[config.mk]
export PLATFORM = sky130hd
export DESIGN_NAME = dseq_host_port
export DESIGN_NICKNAME = d
export VERILOG_FILES = /design/src/rtl/dseq_cmd_pkg.sv /design/src/rtl/strobe_sync.sv /design/src/rtl/cmd_decode.sv /design/src/rtl/force_outputs.sv /design/src/rtl/dseq_host_port.sv
export SDC_FILE = /design/constraint.sdc
export NUM_CORES = 1
export LEC_CHECK = 0
export BUFFER_PORTS_ARGS = -buffer_cell sky130_fd_sc_hd__buf_2
export CELL_PAD_IN_SITES_DETAIL_PLACEMENT = 1
export CELL_PAD_IN_SITES_GLOBAL_PLACEMENT = 1
export CORE_MARGIN = 2
export CORE_UTILIZATION = 40
export DETAILED_ROUTE_END_ITERATION = 7
export HOLD_SLACK_MARGIN = 0.06
export PLACE_DENSITY = 0.88
export SYNTH_ARGS = -nofsm -noshare
export SYNTH_HDL_FRONTEND = slang
export SYNTH_SLANG_ARGS = --single-unit
[constraint.sdc]
create_clock -name clk -period 2.2 [get_ports clk]
set_clock_uncertainty 0.1 [all_clocks]
set_input_delay 0.44 -clock clk [delete_from_list [all_inputs] [get_ports clk]]
set_output_delay 0.44 -clock clk [all_outputs]
set_load 0.02 [all_outputs]
[src/rtl/dseq_cmd_pkg.sv]
// Shared command codes and the decoded-command record for the host port.
// Assumes a 4-bit command address; codes 0xC, 0xD and 0xF are unused.
package dseq_cmd_pkg;

    localparam int ADDR_W = 4;

    typedef enum logic [ADDR_W-1:0] {
        CMD_CTRL     = 4'h0,
        CMD_RAM_WR   = 4'h1,
        CMD_ADDR_INC = 4'h2,
        CMD_SEQ_RST  = 4'h3,
        CMD_MST_RST  = 4'h4,
        CMD_LOAD     = 4'h5,
        CMD_GATE_CLR = 4'h6,
        CMD_A_SLOPE  = 4'h7,
        CMD_B12      = 4'h8,
        CMD_BSLOPE   = 4'h9,
        CMD_BLANK    = 4'hA,
        CMD_THO      = 4'hB,
        CMD_CANCEL   = 4'hE
    } cmd_e;

    typedef struct packed {
        logic ctrl_shift;
        logic ram_wr;
        logic addr_inc;
        logic seq_rst;
        logic mst_rst;
        logic load;
        logic gate_clr;
        logic a_slope;
        logic b12;
        logic bslope;
        logic blank;
        logic tho;
        logic cancel;
    } cmd_hits_t;

endpackage

[src/rtl/strobe_sync.sv]
// Multi-stage synchroniser for a bundle of asynchronous strobe lines.
// Assumes that each line is idle high, so the reset value holds each stage high
// and no false edge can appear when reset is released.
module strobe_sync #(
    parameter int WIDTH  = 2,
    parameter int STAGES = 2
) (
    input  logic             clk,
    input  logic             rst_n,
    input  logic [WIDTH-1:0] async_in,
    output logic [WIDTH-1:0] sync_out
);

    logic [WIDTH-1:0] stage_q [STAGES];

    // Chain of flops per line; stage 0 takes the pin, the last stage is the output.
    generate
        for (genvar s = 0; s < STAGES; s++) begin : g_stage
            if (s == 0) begin : g_first
                always_ff @(posedge clk) begin
                    if (!rst_n) stage_q[s] <= '1;
                    else        stage_q[s] <= async_in;
                end
            end else begin : g_next
                always_ff @(posedge clk) begin
                    if (!rst_n) stage_q[s] <= '1;
                    else        stage_q[s] <= stage_q[s-1];
                end
            end
        end
    endgenerate

    assign sync_out = stage_q[STAGES-1];

endmodule

[src/rtl/cmd_decode.sv]
// Detects the rising edge of the synchronised write strobe and turns the
// address into a one-hot, single-cycle command record. The data bit is captured
// with it. Assumes that the host holds the address and data stable while the
// strobe passes through the synchroniser.
module cmd_decode
    import dseq_cmd_pkg::*;
(
    input  logic              clk,
    input  logic              rst_n,
    input  logic              wr_level,
    input  logic [ADDR_W-1:0] addr,
    input  logic              data_in,
    output cmd_hits_t         hits,
    output logic              data_q
);

    logic      wr_prev;
    logic      fire;
    cmd_hits_t hits_d;

    assign fire = wr_level & ~wr_prev;

    // Map the address to one command flag, only on a strobe rising edge.
    always_comb begin
        hits_d = '0;
        if (fire) begin
            case (addr)
                CMD_CTRL:     hits_d.ctrl_shift = 1'b1;
                CMD_RAM_WR:   hits_d.ram_wr     = 1'b1;
                CMD_ADDR_INC: hits_d.addr_inc   = 1'b1;
                CMD_SEQ_RST:  hits_d.seq_rst    = 1'b1;
                CMD_MST_RST:  hits_d.mst_rst    = 1'b1;
                CMD_LOAD:     hits_d.load       = 1'b1;
                CMD_GATE_CLR: hits_d.gate_clr   = 1'b1;
                CMD_A_SLOPE:  hits_d.a_slope    = 1'b1;
                CMD_B12:      hits_d.b12        = 1'b1;
                CMD_BSLOPE:   hits_d.bslope     = 1'b1;
                CMD_BLANK:    hits_d.blank      = 1'b1;
                CMD_THO:      hits_d.tho        = 1'b1;
                CMD_CANCEL:   hits_d.cancel     = 1'b1;
                default:      hits_d = '0;
            endcase
        end
    end

    // Register the edge history, the command record and the data captured with it.
    always_ff @(posedge clk) begin
        if (!rst_n) begin
            wr_prev <= 1'b1;
            hits    <= '0;
            data_q  <= 1'b0;
        end else begin
            wr_prev <= wr_level;
            hits    <= hits_d;
            if (fire) data_q <= data_in;
        end
    end

    AST_ONE_COMMAND: assert property (@(posedge clk) disable iff (!rst_n)
        $onehot0(hits)) else $error("more than one command flag");
    AST_PULSE_SINGLE: assert property (@(posedge clk) disable iff (!rst_n)
        (hits != '0) |=> (hits == '0)) else $error("command held two cycles");

endmodule

[src/rtl/force_outputs.sv]
// Force latches for the B trigger source, B slope, delay-select, blanking and
// holdoff outputs, together with their precedence muxes. The B-slope force wins
// over the B1/B2 force. A cancel command ends both B forces. Assumes that at
// most one command flag is high in any cycle.
module force_outputs (
    input  logic clk,
    input  logic rst_n,
    input  logic hit_b12,
    input  logic hit_bslope,
    input  logic hit_blank,
    input  logic hit_tho,
    input  logic hit_cancel,
    input  logic data,
    input  logic norm_b_src,
    input  logic norm_b_slope,
    input  logic norm_ds,
    input  logic norm_blank,
    input  logic norm_tho,
    output logic b_src,
    output logic b_slope,
    output logic ds,
    output logic blank,
    output logic tho
);

    logic b12_on, b12_sel;
    logic bs_on, bs_val;
    logic blank_on, tho_on;

    // Latch the force state carried by each force or cancel command.
    always_ff @(posedge clk) begin
        if (!rst_n) begin
            b12_on   <= 1'b0;
            b12_sel  <= 1'b0;
            bs_on    <= 1'b0;
            bs_val   <= 1'b0;
            blank_on <= 1'b0;
            tho_on   <= 1'b0;
        end else begin
            if (hit_b12) begin
                b12_on  <= 1'b1;
                b12_sel <= data;
            end
            if (hit_bslope) begin
                bs_on  <= 1'b1;
                bs_val <= data;
            end
            if (hit_cancel) begin
                b12_on <= 1'b0;
                bs_on  <= 1'b0;
            end
            if (hit_blank) blank_on <= data;
            if (hit_tho)   tho_on   <= data;
        end
    end

    // Output selection in priority order: B-slope force, then B1/B2 force, then the normal level.
    always_comb begin
        b_src   = b12_on ? b12_sel : norm_b_src;
        ds      = b12_on ? b12_sel : norm_ds;
        b_slope = bs_on ? bs_val : (b12_on ? b12_sel : norm_b_slope);
        blank   = blank_on | norm_blank;
        tho     = tho_on | norm_tho;
    end

    AST_CANCEL_CLEARS: assert property (@(posedge clk) disable iff (!rst_n)
        hit_cancel |=> (!b12_on && !bs_on)) else $error("cancel left a force");
    AST_FORCE_HOLD: assert property (@(posedge clk) disable iff (!rst_n)
        !(hit_b12 || hit_bslope || hit_cancel) |=> $stable({b12_on, b12_sel, bs_on, bs_val}))
        else $error("B force changed without a command");

endmodule

[src/rtl/dseq_host_port.sv]
// Host command port for the display sequencer. It synchronises the write and
// read strobes and decodes the single-bit commands. It holds the control word,
// the load-mode and A-slope latches and the forced outputs, and it drives the
// status bit selected by the address while a read is active. Assumes that the
// address and data are stable around each strobe.
module dseq_host_port
    import dseq_cmd_pkg::*;
#(
    parameter int CTRL_W      = 8,
    parameter int SYNC_STAGES = 2
) (
    input  logic              clk,
    input  logic              rst_n,
    input  logic [ADDR_W-1:0] host_addr,
    input  logic              wr_strobe,
    input  logic              rd_n,
    input  logic              dio_i,
    output logic              dio_o,
    output logic              dio_oe,
    input  logic              stat_ram_match,
    input  logic              stat_eoss,
    input  logic              stat_eos,
    input  logic              stat_gate_a,
    input  logic              stat_gate_b,
    input  logic              norm_b_src,
    input  logic              norm_b_slope,
    input  logic              norm_ds,
    input  logic              norm_blank,
    input  logic              norm_tho,
    output logic [CTRL_W-1:0] ctrl_word,
    output logic              load_mode,
    output logic              a_slope,
    output logic              ram_wr_p,
    output logic              addr_step_p,
    output logic              seq_reset_p,
    output logic              master_reset_p,
    output logic              gate_clr_p,
    output logic              b_src,
    output logic              b_slope,
    output logic              ds,
    output logic              blank,
    output logic              tho
);

    localparam int MSB = CTRL_W - 1;

    logic [1:0] strobes_s;
    logic       wr_level, rd_level;
    cmd_hits_t  hits;
    logic       cmd_data;
    logic       status_bit;

    strobe_sync #(.WIDTH(2), .STAGES(SYNC_STAGES)) u_sync (
        .clk      (clk),
        .rst_n    (rst_n),
        .async_in ({rd_n, wr_strobe}),
        .sync_out (strobes_s)
    );
    assign wr_level = strobes_s[0];
    assign rd_level = strobes_s[1];

    cmd_decode u_decode (
        .clk      (clk),
        .rst_n    (rst_n),
        .wr_level (wr_level),
        .addr     (host_addr),
        .data_in  (dio_i),
        .hits     (hits),
        .data_q   (cmd_data)
    );

    force_outputs u_force (
        .clk          (clk),
        .rst_n        (rst_n),
        .hit_b12      (hits.b12),
        .hit_bslope   (hits.bslope),
        .hit_blank    (hits.blank),
        .hit_tho      (hits.tho),
        .hit_cancel   (hits.cancel),
        .data         (cmd_data),
        .norm_b_src   (norm_b_src),
        .norm_b_slope (norm_b_slope),
        .norm_ds      (norm_ds),
        .norm_blank   (norm_blank),
        .norm_tho     (norm_tho),
        .b_src        (b_src),
        .b_slope      (b_slope),
        .ds           (ds),
        .blank        (blank),
        .tho          (tho)
    );

    // Single-cycle pulses to the neighbouring blocks.
    assign ram_wr_p       = hits.ram_wr;
    assign addr_step_p    = hits.addr_inc;
    assign seq_reset_p    = hits.seq_rst;
    assign master_reset_p = hits.mst_rst;
    assign gate_clr_p     = hits.gate_clr;

    // Control word shift and the two plain level latches.
    always_ff @(posedge clk) begin
        if (!rst_n) begin
            ctrl_word <= '0;
            load_mode <= 1'b0;
            a_slope   <= 1'b0;
        end else begin
            if (hits.ctrl_shift) ctrl_word <= {ctrl_word[MSB-1:0], cmd_data};
            if (hits.load)       load_mode <= cmd_data;
            if (hits.a_slope)    a_slope   <= cmd_data;
        end
    end

    // Status selection by address: low quarter direct, second quarter gate flags.
    always_comb begin
        status_bit = 1'b0;
        if (host_addr[3:2] == 2'b00) begin
            case (host_addr[1:0])
                2'd0:    status_bit = ctrl_word[MSB];
                2'd1:    status_bit = stat_ram_match;
                2'd2:    status_bit = stat_eoss;
                default: status_bit = stat_eos;
            endcase
        end else if (host_addr[3:2] == 2'b01) begin
            status_bit = host_addr[0] ? stat_gate_b : stat_gate_a;
        end
    end

    // Registered read path; the pad is released whenever the read strobe is high.
    always_ff @(posedge clk) begin
        if (!rst_n) begin
            dio_o  <= 1'b0;
            dio_oe <= 1'b0;
        end else begin
            dio_o  <= status_bit;
            dio_oe <= ~rd_level;
        end
    end

    AST_RD_RELEASE: assert property (@(posedge clk) disable iff (!rst_n)
        rd_level |=> !dio_oe) else $error("pad driven with read idle");
    AST_CTRL_HOLD: assert property (@(posedge clk) disable iff (!rst_n)
        !hits.ctrl_shift |=> $stable(ctrl_word)) else $error("ctrl word moved");
    AST_LEVELS_HOLD: assert property (@(posedge clk) disable iff (!rst_n)
        !(hits.load || hits.a_slope) |=> $stable({load_mode, a_slope}))
        else $error("level latch moved");

endmodule

---- After elaboration in Yosys (flattened, before gate mapping) ----
Memory sizes are Yosys's and may differ from the RTL's.
Index checks and enable logic that the tools add are counted.
storage, ports and cells
  flip-flop bits (word level) ............. 33
  memory bits (writable) .................. 4
  input port bits ......................... 19
  output and inout bits ................... 22
  logic and storage cells ................. 80
  memories kept ........................... 1
operators by class
  eq/ne operators ......................... 15
  multiplexer cells ....................... 25
  bitwise operators ....................... 8
  reductions and logical operators ........ 5
memory list
  memory          words  width  read ports  clocked after Yosys merged registers in  write ports  line               text
  u_sync.stage_q  2      2      2           0                                        2            strobe_sync.sv:14  logic [WIDTH-1:0] stage_q [STAGES];
operator list
  cell                                           count
  2-to-1 mux 1 bit                               22
  == test 4 bit, second input constant           5
  == test 4 x 3 -> 1 bit, second input constant  4
  == test 4 x 2 -> 1 bit, second input constant  2
  == test 2 x 1 -> 1 bit, second input constant  2
  == test 4 x 1 -> 1 bit, second input constant  1
  zero test 2 bit                                2
  zero test 4 bit                                1
  2-to-1 mux 2 bit                               2
  OR 1 bit                                       4
  NOT 1 bit                                      3
  case mux 1 bit (3 select lines)                1
  == test 2 bit, second input constant           1
  AND reduction 2 bit                            1
  OR reduction 2 bit                             1
  AND 1 bit                                      1

---- Longest topological paths before layout ----
  word-level depth ........................ 3
  gate-level depth with buffers ........... 4
  gate-level depth less buffers ........... 3

---- Hierarchy ----
From an unflattened synthesis, not the netlist that was laid out.
second synthesis, totals
  cell total of the unflattened synthesis .. 122
  area total of the unflattened synthesis .. 1362.6 sq um
modules (own cells, without submodules)
  module          times used  cells an instance  area each (sq um)  sequential area each (sq um)
  cmd_decode      1           43                 521.8              300.3
  dseq_host_port  1           42                 476.7              240.2
  force_outputs   1           29                 259.0              120.1
  strobe_sync     1           8                  105.1              80.1

---- Worst setup path after synthesis ----
OpenSTA, ideal clock, no wires.
  kind .................................... input -> output
  start ................................... input norm_b_slope
  end ..................................... output b_slope
  arrival ................................. 0.966 ns
  required time ........................... 1.660 ns
  slack ................................... 0.694 ns
  stages .................................. 2
  path buffers ............................ 0
  path through ............................ mux2i_1 -> o21ai_0
between the ends
  longest elaborated chain between the ends .. 2
RTL lines
  element                         line                  text
  from (decl)                     dseq_host_port.sv:26  input logic norm_b_slope,
  2-to-1 mux 1 bit (2 in series)  force_outputs.sv:61   b_slope = bs_on ? bs_val : (b12_on ? b12_sel : norm_b_slope);
  to (decl)                       dseq_host_port.sv:39  output logic b_slope,
No other way between the ends.

---- Final worst setup path ----
  start ................................... register u_force.b12_on
  end ..................................... output b_slope
between the ends
  longest elaborated chain between the ends .. 2
RTL lines
  element                         line                 text
  from (decl)                     force_outputs.sv:26  logic b12_on, b12_sel;
  from (signal assigned)          force_outputs.sv:33  b12_on <= 1'b0;
  from (signal assigned)          force_outputs.sv:41  b12_on <= 1'b1;
  from (signal assigned)          force_outputs.sv:49  b12_on <= 1'b0;
  2-to-1 mux 1 bit (2 in series)  force_outputs.sv:61
No other way between the ends.

==> results.json <==
{
  "crit_type": "flop to output pin",
  "yosysTopAreaCell": "dfxtp_1",
  "grt-ovfl-total": 0,
  "coreArea_um2": 3103,
  "setup_ws_ns": 0.4485,
  "dieArea_um2": 3779,
  "cts_tree": "done",
  "hold_viol": 0,
  "cts.path.max_buffers": 2,
  "ctsHtreeMaxLevel": 2,
  "max_cap_viol_count": 0,
  "worst_slew_pin_slew_ns": 0.4301,
  "grt_max_degree": 24,
  "hpwlAfterDp_um": 2148,
  "drtIter0Drc": 7,
  "cts.sinks": 37,
  "synthDistinctLibCells": 21,
  "post_drt_wl_per_cell_um": 13.68,
  "hold_path_class": "input port to flop",
  "r2r_setup_slack_ns": 0.85,
  "yosysSeqAreaShare": 0.5606,
  "reg2reg_to": "u_decode.hits[5]",
  "leakage_nw": 0.6839,
  "cts_setup_buffers": 0,
  "io_buffers": 40,
  "ys_seq_elements": 37,
  "dpl.cell_count": 202,
  "avgViaCountPerCell": 4.724,
  "routed_wl_um": 2873,
  "setup_tns_ns": 0,
  "start_kind": "flop",
  "cts_resized": 0,
  "vias": 992,
  "yosysMostFrequentCell": "dfxtp_1",
  "die_w_um": 61.48,
  "nets": 184,
  "gp_congestion": 0.7003,
  "layout-drive-gt1-share": 0.3434,
  "clock_latency_ns": 0.34,
  "min_to": "u_sync.stage_q[0][0]",
  "fin_cells": 210,
  "worstPathMaxFanout": 5,
  "synth-edff-count": 0,
  "fmaxAchievable_mhz": 570.9,
  "required_ns": 1.66,
  "fin_total_pwr_w": 0.001150,
  "reg2regPathDepth": 3,
  "timing.slew.headroom": 0.7129,
  "cts_root_buf": "clkbuf_4",
  "fin_crit_sh": 0.7961,
  "die_h_um": 61.48,
  "ant_nets": 0,
  "syn-cell-area_um2": 1321,
  "async_flop_share": 0,
  "antenna_cells": 0,
  "peakVddDrop_mv": 0.2948,
  "final_max_slew_viol_count": 0,
  "synth_nets": 142,
  "syn_inst": 123,
  "avgSynthCellArea_um2": 10.74,
  "end_kind": "output pin",
  "grt_pass1_vias": 1027,
  "synth_common_cells": "37 x dfxtp_1, 19 x mux2i_1, 16 x nor2b_1",
  "power_density_nw_per_um2": 706.5,
  "drc": 0,
  "ys.flop_type": "dfxtp_1",
  "status": "complete, no violations",
  "setup_violations": 0,
  "place_ws_ns": 0.7039,
  "numCtsBuffers": 5,
  "utilization": 0.5246,
  "firstDrtPassIters": 3,
  "yosys_warnings": 0,
  "synth_area_leaders": "dfxtp_1 56%, mux2i_1 14%, nor2b_1 7.6%",
  "grt_setup_unrepaired": "no",
  "period_minus_slack_ns": 1.752,
  "start_util": 0.4258,
  "grt_usage": 0.1789,
  "antenna_found_initial": 0,
  "holdCritStartpoint": "wr_strobe",
  "area_delta_synth_final_pct": 23.20,
  "synth_top_area_frac": 0.5606,
  "whs_path_depth": 2,
  "cp_data_arrival_time_ns": 1.21,
  "cts_hold_buf": 0,
  "rr_startpoint": "u_decode.wr_prev",
  "io_pins": 41,
  "clk_pin_slew_ns": 0.11,
  "rows": 20,
  "grt_pass1_wl_um": 4650
}
[critical path: stages, from the launching register on]
cell and delay [ns]:
dfxtp_1 0.42, mux2i_1 0.21, o21ai_0 0.09, buf_2 0.16
[cell type report]
| cell class | instances | area, um^2 |
|---|---|---|
| clock buffers | 7 | 65.06 |
| clock inverters | 1 | 5.005 |
| fillers | 373 | 1475 |
| inverters | 2 | 7.507 |
| multi-input cells | 78 | 546.8 |
| flip-flops and latches | 37 | 740.7 |
| well taps | 44 | 55.05 |
| repair buffers | 41 | 207.7 |
[where the power goes]
group	internal, W	switching, W
Combinational	0.0000341	0.0000381
Clock	0.000185	0.000214
Sequential	0.000676	0.00000306
[cells in the final DEF, fill, tap and decap left out]
cell	instances
clkbuf_4	5
inv_1	2
mux2i_1	19
clkinv_2	1
nor2b_1	16
or3b_4	2
nor2_1	14
nor3_2	2
o21ai_0	3
nand3b_1	1
buf_2	40
and4b_1	1
clkbuf_8	2
a22oi_1	1
dfxtp_1	37
and2b_1	1
nand2b_1	5
nand2_1	4
or3_4	1
buf_4	1
nor3_1	2
or2b_1	3
or2_2	2
nand3b_2	1
[metal layers]
| layer | global-route usage | wire length, um |
|---|---|---|
| met5 | 0 | 0 |
| met4 | 0.08815 | 57 |
| met1 | 0.1804 | 1026 |
| met3 | 0.05672 | 163 |
| met2 | 0.3298 | 1625 |
[cells by family after synthesis]
logic type / Yosys count / synth area share
flip-flops: 37 / 0.5606
AO/OA/AOI/OAI: 4 / 0.01704
multiplexers: 19 / 0.1439
buffers and inverters: 8 / 0.02557
AND/OR/NAND/NOR: 55 / 0.2528
[registers in the layout, indices dropped and copies added (netlist names)]
name              flops
u_force.bs_on         1
u_decode.hits        13
load_mode             1
ctrl_word             8
u_sync.stage_q        4
u_force.tho_on        1
u_decode.data_q       1
a_slope               1
dio_oe                1
u_force.b12_on        1
u_force.bs_val        1
dio_o                 1
u_force.blank_on      1
u_decode.wr_prev      1
u_force.b12_sel       1
[stage by stage]
stage               hold WS (ns)  instance area [um^2]
global placement          0.2720                  1558
CTS                       0.1557                  1628
global route              0.1487                  1628
detailed placement        0.2802                  1558
finish                    0.1697                  1628
floorplan                 0.2674                  1321
[worst max-delay path by stage]
stage | startpoint | endpoint | slack [ns] | cells after the start
after floorplan | norm_b_slope | b_slope | 0.69 | 2
final | u_force.b12_on | b_slope | 0.45 | 3
after global routing | u_force.b12_on | b_slope | 0.36 | 3
after global placement | norm_blank | blank | 0.72 | 3
after CTS | u_force.b12_on | b_slope | 0.41 | 3
after detailed placement | norm_tho | tho | 0.70 | 3
Note: power is estimated with default switching activity, not from simulation.
